## src/rtl/byte_lane_splitter.sv

```systemverilog
module byte_lane_splitter #(
  parameter int AW = 8
) (
  input  logic          clk,
  input  logic          rst_n,
  input  logic          req_valid,
  input  logic [AW-1:0] req_addr,
  input  logic          req_word,
  input  logic          req_we,
  input  logic [15:0]   req_wdata,
  output logic [15:0]   req_rdata,
  output logic          req_done,
  output logic          mem_strobe,
  output logic          mem_we,
  output logic [AW-2:0] mem_addr,
  output logic          mem_a0,
  output logic          mem_bhe_n,
  output logic [15:0]   mem_wdata,
  input  logic [15:0]   mem_rdata,
  input  logic          mem_ready
);

  localparam int WAW = AW - 1;

  logic          busy, second;
  logic [AW-1:0] addr_q;
  logic          word_q, we_q;
  logic [15:0]   wdata_q;
  logic [7:0]    lo_q;

  logic odd, split, last, xfer;
  logic [WAW-1:0] base_w;

  assign odd    = addr_q[0];
  assign split  = word_q & odd;
  assign last   = second | ~split;
  assign xfer   = busy & mem_ready;
  assign base_w = addr_q[AW-1:1];

  assign mem_strobe = busy;
  assign mem_we     = busy & we_q;
  assign mem_addr   = second ? base_w + {{(WAW-1){1'b0}}, 1'b1} : base_w;
  assign mem_a0     = second ? 1'b0 : odd;
  assign mem_bhe_n  = second ? 1'b1 : (word_q ? 1'b0 : ~odd);

  always_comb begin
    if (second)
      mem_wdata = {8'h00, wdata_q[15:8]};
    else if (word_q && !odd)
      mem_wdata = wdata_q;
    else if (odd)
      mem_wdata = {wdata_q[7:0], 8'h00};
    else
      mem_wdata = {8'h00, wdata_q[7:0]};
  end

  always_ff @(posedge clk) begin
    if (!rst_n) begin
      busy      <= 1'b0;
      second    <= 1'b0;
      addr_q    <= '0;
      word_q    <= 1'b0;
      we_q      <= 1'b0;
      wdata_q   <= '0;
      lo_q      <= '0;
      req_done  <= 1'b0;
      req_rdata <= '0;
    end else begin
      req_done <= 1'b0;
      if (!busy && req_valid && !req_done) begin
        busy    <= 1'b1;
        second  <= 1'b0;
        addr_q  <= req_addr;
        word_q  <= req_word;
        we_q    <= req_we;
        wdata_q <= req_wdata;
      end else if (xfer) begin
        if (!last) begin
          second <= 1'b1;
          lo_q   <= mem_rdata[15:8];
        end else begin
          busy     <= 1'b0;
          second   <= 1'b0;
          req_done <= 1'b1;
          if (second)
            req_rdata <= {mem_rdata[7:0], lo_q};
          else if (word_q)
            req_rdata <= mem_rdata;
          else
            req_rdata <= {8'h00, odd ? mem_rdata[15:8] : mem_rdata[7:0]};
        end
      end
    end
  end

endmodule

```

## config.mk

```make
export PLATFORM = sky130hd
export DESIGN_NAME = byte_lane_splitter
export DESIGN_NICKNAME = d
export VERILOG_FILES = /design/src/rtl/byte_lane_splitter.sv
export SDC_FILE = /design/constraint.sdc
export NUM_CORES = 1
export LEC_CHECK = 0
export ABC_AREA = 1
export BUFFER_PORTS_ARGS = -buffer_cell sky130_fd_sc_hd__clkbuf_2
export CAP_MARGIN = 15
export CELL_PAD_IN_SITES_DETAIL_PLACEMENT = 0
export CELL_PAD_IN_SITES_GLOBAL_PLACEMENT = 1
export CORE_ASPECT_RATIO = 0.6
export CORE_MARGIN = 2
export CORE_UTILIZATION = 36
export CTS_BUF_LIST = sky130_fd_sc_hd__clkbuf_8
export CTS_CLUSTER_DIAMETER = 150
export DETAILED_ROUTE_END_ITERATION = 12
export GPL_TIMING_DRIVEN = 0
export HOLD_SLACK_MARGIN = 0.02
export PLACE_DENSITY_LB_ADDON = 0.3
export SLEW_MARGIN = 25
export SYNTH_ARGS = -nofsm -noshare
export SYNTH_HDL_FRONTEND = slang
export SYNTH_SLANG_ARGS = --single-unit
```

## constraint.sdc

```tcl
create_clock -name clk -period 1.45 [get_ports clk]
set_clock_uncertainty 0.15 [all_clocks]
set_input_delay 0.29 -clock clk [delete_from_list [all_inputs] [get_ports clk]]
set_output_delay 0.29 -clock clk [all_outputs]
set_load 0.02 [all_outputs]
```

==> results of run 1 <==
==> tightest hold or removal path, cell delays in order <==
cell and delay, ns:
clkbuf_2 0.07, nor2_1 0.03, nor2_1 0.08
==> worst max-delay path by stage <==
stage	from	endpoint	slack, ns
2_1_floorplan	second	mem_wdata[0]	-0.12
3_3_place_gp	second	mem_wdata[9]	-0.44
3_5_place_dp	second	mem_wdata[9]	-0.43
4_1_cts	second	mem_bhe_n	-0.40
5_1_grt	addr_q[2]	mem_addr[4]	-0.43
6_report	second	mem_bhe_n	-0.40
==> cells by family (layout without fill, tap and decap cells) <==
logic type,after synthesis,count (layout)
AOI/OAI and AO/OA,38,38
xor gates and xnor gates,4,4
adders and majority gates,1,1
buffers and inverters,62,181
DFF,53,53
and+or+nand+nor,267,268
==> sequential cells by signal (all words and copies together) (netlist names) <==
name and count:
addr_q 8, lo_q 8, mem_strobe 1, req_done 1, req_rdata 16, second 1
wdata_q 16, we_q 1, word_q 1
==> repair_timing <==
action,4_1_cts,5_1_grt
pin swaps,15,6
endpoints found under the hold margin,0,0
setup endpoints to repair,26,52
gates cloned,2,2
hold buffers,0,0
setup buffers,19,3
gates resized for setup,106,45
==> cell usage in the layout, fill, tap and decap left out, types with 7 or more instances in the layout <==
cell        n
buf_8      10
buf_2       9
clkbuf_2   63
o21ai_0    13
nor2_1     67
clkbuf_8   17
nand2_1   113
buf_4      24
nand3_2     7
o21ai_4     8
inv_1      34
o21ai_1     8
nand3_1    49
dfxtp_1    47
==> stage by stage <==
step / hold slack, ns / TNS [ns] / utilization, % / instances / power (mW)
2_1_floorplan: 0.275 / -1.29 / - / 425 / 2.16
3_3_place_gp: 0.305 / -5.35 / 46.3 / 617 / 2.43
3_5_place_dp: 0.310 / -5.48 / 46.3 / 617 / 2.44
4_1_cts: 0.0357 / -9.43 / 55.0 / 645 / 3.52
5_1_grt: 0.0441 / -11.99 / 58.0 / 649 / 3.78
6_report: 0.0316 / -9.16 / 58.0 / 649 / 3.62
==> routing by layer <==
| metal | share of wire, % | global-route usage (%) |
|---|---|---|
| met1 | 48 | 30.6 |
| met2 | 44 | 34.0 |
| met3 | 7.4 | 4.32 |
| met4 | 0.90 | 5.76 |
| met5 | 0 | 0 |
==> area by class of cell <==
type,count,area [sq um],area share [%]
buffer,21,209,4.88
clock buffer,6,82.6,1.93
clock inverter,1,3.75,0.0877
inverter,40,166,3.89
multi-input combinational,311,1750,40.8
sequential,53,1080,25.1
tap,104,130,3.04
timing repair buffer,112,858,20.0
timing repair inverter,1,7.51,0.175
==> power groups by stage <==
stage	Clock, mW	Sequential (mW)	Combinational, mW
2_1_floorplan	0	1.64	0.515
3_3_place_gp	0	1.63	0.803
3_5_place_dp	0	1.63	0.808
4_1_cts	0.887	1.61	1.03
5_1_grt	0.928	1.63	1.22
6_report	0.875	1.62	1.13
==> results.ini, run 1 <==
[cts]
clockRootBuffer=clkbuf_8
cts_buffers=5
cts_buffer_depth=2
cts_tree=built
htreeDepth=2
clock_sinks=53
insertion_delay_ns=0.32
path_clk_slew_ns=0.10

[worst_hold_path]
hold_start=req_wdata[3]
hold_depth=3
hold_path_class=in -> reg
holdPathEnd=wdata_q[3]

[logic_synthesis]
syn_inst=425
synth_edf_count=0
ys_seq_area_share_pct=38.0
syn_area_sq_um=2800
synth-simple-area-share_pct=42.6
ys_ff_latch=53
avgSynthCellArea_sq_um=6.58
synth_top_family_by_area=simple AND/OR/NAND/NOR gates
yosysTopAreaCellShare_pct=38.0
synth_adder_area_share_pct=0.448
synth_mux_area_share_pct=0
yosys_warnings=0
ys_top_cells_by_count=118 x nand2_1, 70 x nor2_1, 58 x nand3_1
synthFlopType=dfxtp_1
yosys.area.top_type=dfxtp_1
netlist_top_cells_area=dfxtp_1 38%, nand2_1 16%, nand3_1 10%, nor2_1 9.4%, o21ai_0 5.7%
synth_xor_area_share_pct=1.25
syn_nets=472
yosysMostFrequentCell=nand2_1
post_synth_num_cell_types=27
synth-compound-area-share_pct=7.07
synth-async-reset-ratio_pct=0

[setup_path]
worstRegToRegCells=9
cp_num_cells=6
required_ns=1.01
arrival_ns=1.41
crit_path_max_incr_delay_ns=0.43
cp_top_family=buffers and inverters
critPathKind=reg -> out
r2r_end=req_rdata[10]
path_buf_inv=4
end_kind=output pin
r2r_start=second
path_cells=inv_8, nand2_8, clkinvlp_4, buf_12, nor2_4, buf_8
cp_max_fo=5
cp_slowest_cell=dfxtp_4
start_kind=register
rrSetupSlack_ns=-0.11

[pwr]
internal_power_mw=2.40
power.share.sequential_pct=44.7
cellPowerDensity_nw_per_um2=845
power.ir.vdd_worst_mv=0.420
switching_share_pct=33.7
pwr-share-clk_pct=24.2
p_leak_nw=2.11
pwr-share-comb_pct=31.1
p_sw_mw=1.22

[floorplanning]
rows=24
coreArea_sq_um=7390
dieArea_sq_um=8510
io_pins=90
die_w_microns=118
fp.dieH_microns=72.3
start_util_pct=37.8

[finish]
fin_nets=592
fin_area_sq_um=4280
areaGrowthSynthToFinish_pct=53.2
layout-drive-gt1-share_pct=37.1
n_antenna_cell=0
fill_cells=719

[global_routing]
antenna_found_initial=0
grt_overflow=0
grt_first_pass_wirelength_microns=14400
grt_pass1_vias=3001
grtUsageTotal_pct=21.6
grt_max_degree=15

[route]
ant_nets=0
drc=0
vias=3112
vias_per_cell=4.80
drtPass1Iterations=5
drt_first_iter_violations=140
wl_microns=9370
wl_per_cell_microns=14.4

[sta]
finalCriticalPeriod_ns=1.85
hold_viol=0
finalSetupViolCount=51
setup_slack_ns=-0.404
slew_headroom_pct=64.5
max_clock_freq_mhz=539
drv_slew=0
post-route-period-util_pct=128
tightest_slew_ns=0.533
rsz0062_at_grt=true

[place]
gp_congestion=0.822
dp_hpwl_microns=6240
place_ws_ns=-0.429
place_area_sq_um=3420
io_buffers=88

[job]
maxCapViolations=0

[status]
status=finished, violations left
violations=setup timing

No activity file was read; power rests on OpenSTA's default activity.
==> run 2, diff against run 1 <==
- CELL_PAD_IN_SITES_GLOBAL_PLACEMENT: 1 -> 2
- CORE_UTILIZATION: 36 -> 27
==> run 2 against run 1 <==
Against the previous run: the flow still finishes with violations (setup timing); combinational power is essentially flat; setup slack gained 0.031 ns; flip-flop and latch count is the same; global-route usage shrank 4.1 points.
==> results.ini, run 2 (synthesized netlist as in run 1, its figures left out) <==
[status]
status=finished, violations left
violations=setup timing

[route]
drt_first_iter_violations=138
vias=2998
wl_microns=9740
vias_per_cell=4.45
wl_per_cell_microns=14.5
drtPass1Iterations=4
drc=0
ant_nets=0

[finish]
final_common_cell=nand2_1
areaGrowthSynthToFinish_pct=54.7
reg_top3=req_rdata (16), wdata_q (16)
final_cells=673
fin_nets=585
n_antenna_cell=0
final_cell_mix=112 x nand2_1, 63 x nor2_1, 63 x clkbuf_2, 46 x dfxtp_1, 41 x nand3_1
layout-drive-gt1-share_pct=39.6
final_util_pct=43.4
fill_cells=1111

[sta]
finalCriticalPeriod_ns=1.82
drv_slew=0
hold_slack_ns=0.0372
max_clock_freq_mhz=549
hold_viol=0
rsz0062_at_grt=true
slew_headroom_pct=56.3
post-route-period-util_pct=126
finalSetupViolCount=29
tightest_slew_ns=0.656
setup_slack_ns=-0.373
setup_tns_ns=-8.36

[floorplanning]
dieArea_sq_um=11200
start_util_pct=28.1
rows=28
fp.dieH_microns=82.8
die_w_microns=135
io_pins=90
coreArea_sq_um=9950

[cts]
htreeDepth=2
cts_buffers=5
cts_buffer_depth=2
clockRootBuffer=clkbuf_8
path_clk_slew_ns=0.10
insertion_delay_ns=0.31
cts_tree=built
cts_hold_buf=0
clock_sinks=53

[setup_path]
start_kind=register
end_kind=output pin
arrival_ns=1.38
worstRegToRegCells=9
critPathKind=reg -> out
cp_max_fo=5
required_ns=1.01

[worst_hold_path]
hold_depth=3
hold_path_class=in -> reg

[pwr]
total_power_mw=3.60
p_leak_nw=2.08
pwr-share-clk_pct=24.5
power.ir.vdd_worst_mv=0.423
p_sw_mw=1.23
power.share.sequential_pct=44.8
switching_share_pct=34.0
pwr-share-comb_pct=30.7
internal_power_mw=2.38
cellPowerDensity_nw_per_um2=833

[global_routing]
grtUsageTotal_pct=17.5
grt_overflow=0
grt_pass1_vias=2944
grt_first_pass_wirelength_microns=15400
antenna_found_initial=0
grt_max_degree=15

[job]
maxCapViolations=0

[place]
gp_congestion=0.751
place_inst=648
dp_hpwl_microns=6720
io_buffers=88

run 2: cell count changes in the layout (fill, tap and decap cells not counted), moves of 3 or more:
cell	change
nand3_2	+10
buf_6	+5
o21ai_1	-3
buf_4	-8
nor2_2	+4
nor2_1	-4
nand3_1	-8
o21ai_2	+6
run 2: power groups by stage:
stage / clock [mW] / combinational [mW] / sequential [mW]
floorplan: 0 / 0.515 / 1.64
global placement: 0 / 0.821 / 1.63
detailed placement: 0 / 0.822 / 1.63
CTS: 0.924 / 0.994 / 1.61
global route: 0.968 / 1.21 / 1.63
finish: 0.881 / 1.11 / 1.61
run 2: per-stage QoR:
step	setup WS (ns)	cell area, sq um
6_report	-0.373	4320
4_1_cts	-0.398	4000
5_1_grt	-0.430	4320
2_1_floorplan	-0.121	2850
3_5_place_dp	-0.458	3460
3_3_place_gp	-0.480	3460
run 2: path summary, 6_finish.rpt:
check           startpoint            end  slack [ns]
max                 second  mem_wdata[14]       -0.37
min          req_wdata[12]    wdata_q[12]        0.04
max reg2reg         second   req_rdata[7]       -0.02
min reg2reg  req_rdata[11]  req_rdata[11]        0.32
run 2: final cells by class:
cell class	count	area, sq um	share of cell area, %
flip-flops and latches	53	1080	24.9
repair buffers	103	781	18.1
multi-input cells	312	1800	41.7
clock inverters	1	3.75	0.0868
repair inverters	1	11.3	0.260
inverters	40	179	4.14
plain buffers	22	215	4.98
clock buffers	6	82.6	1.91
well taps	135	169	3.91
run 2: what timing repair did:
item / 4_1_cts / 5_1_grt
gates cloned: 2 / 2
hold endpoints to repair: 0 / 0
pin swaps: 8 / 15
buffers inserted: 10 / 5
endpoints found under the setup margin: 26 / 51
resized for setup: 94 / 82
run 2: per-layer routing:
layer	wire, microns	track usage, %	vias up
li1	-	-	1566
met1	5180	26.2	1366
met2	3930	25.8	62
met3	572	4.15	4
met4	56	2.84	0
met5	0	0	-
run 2: critical path, cell delays in order (launching register included):
cell and delay (ns):
dfxtp_2 0.34, buf_8 0.14, clkinv_8 0.08, buf_12 0.13
nand2_8 0.08, o21ai_2 0.14, clkbuf_8 0.16
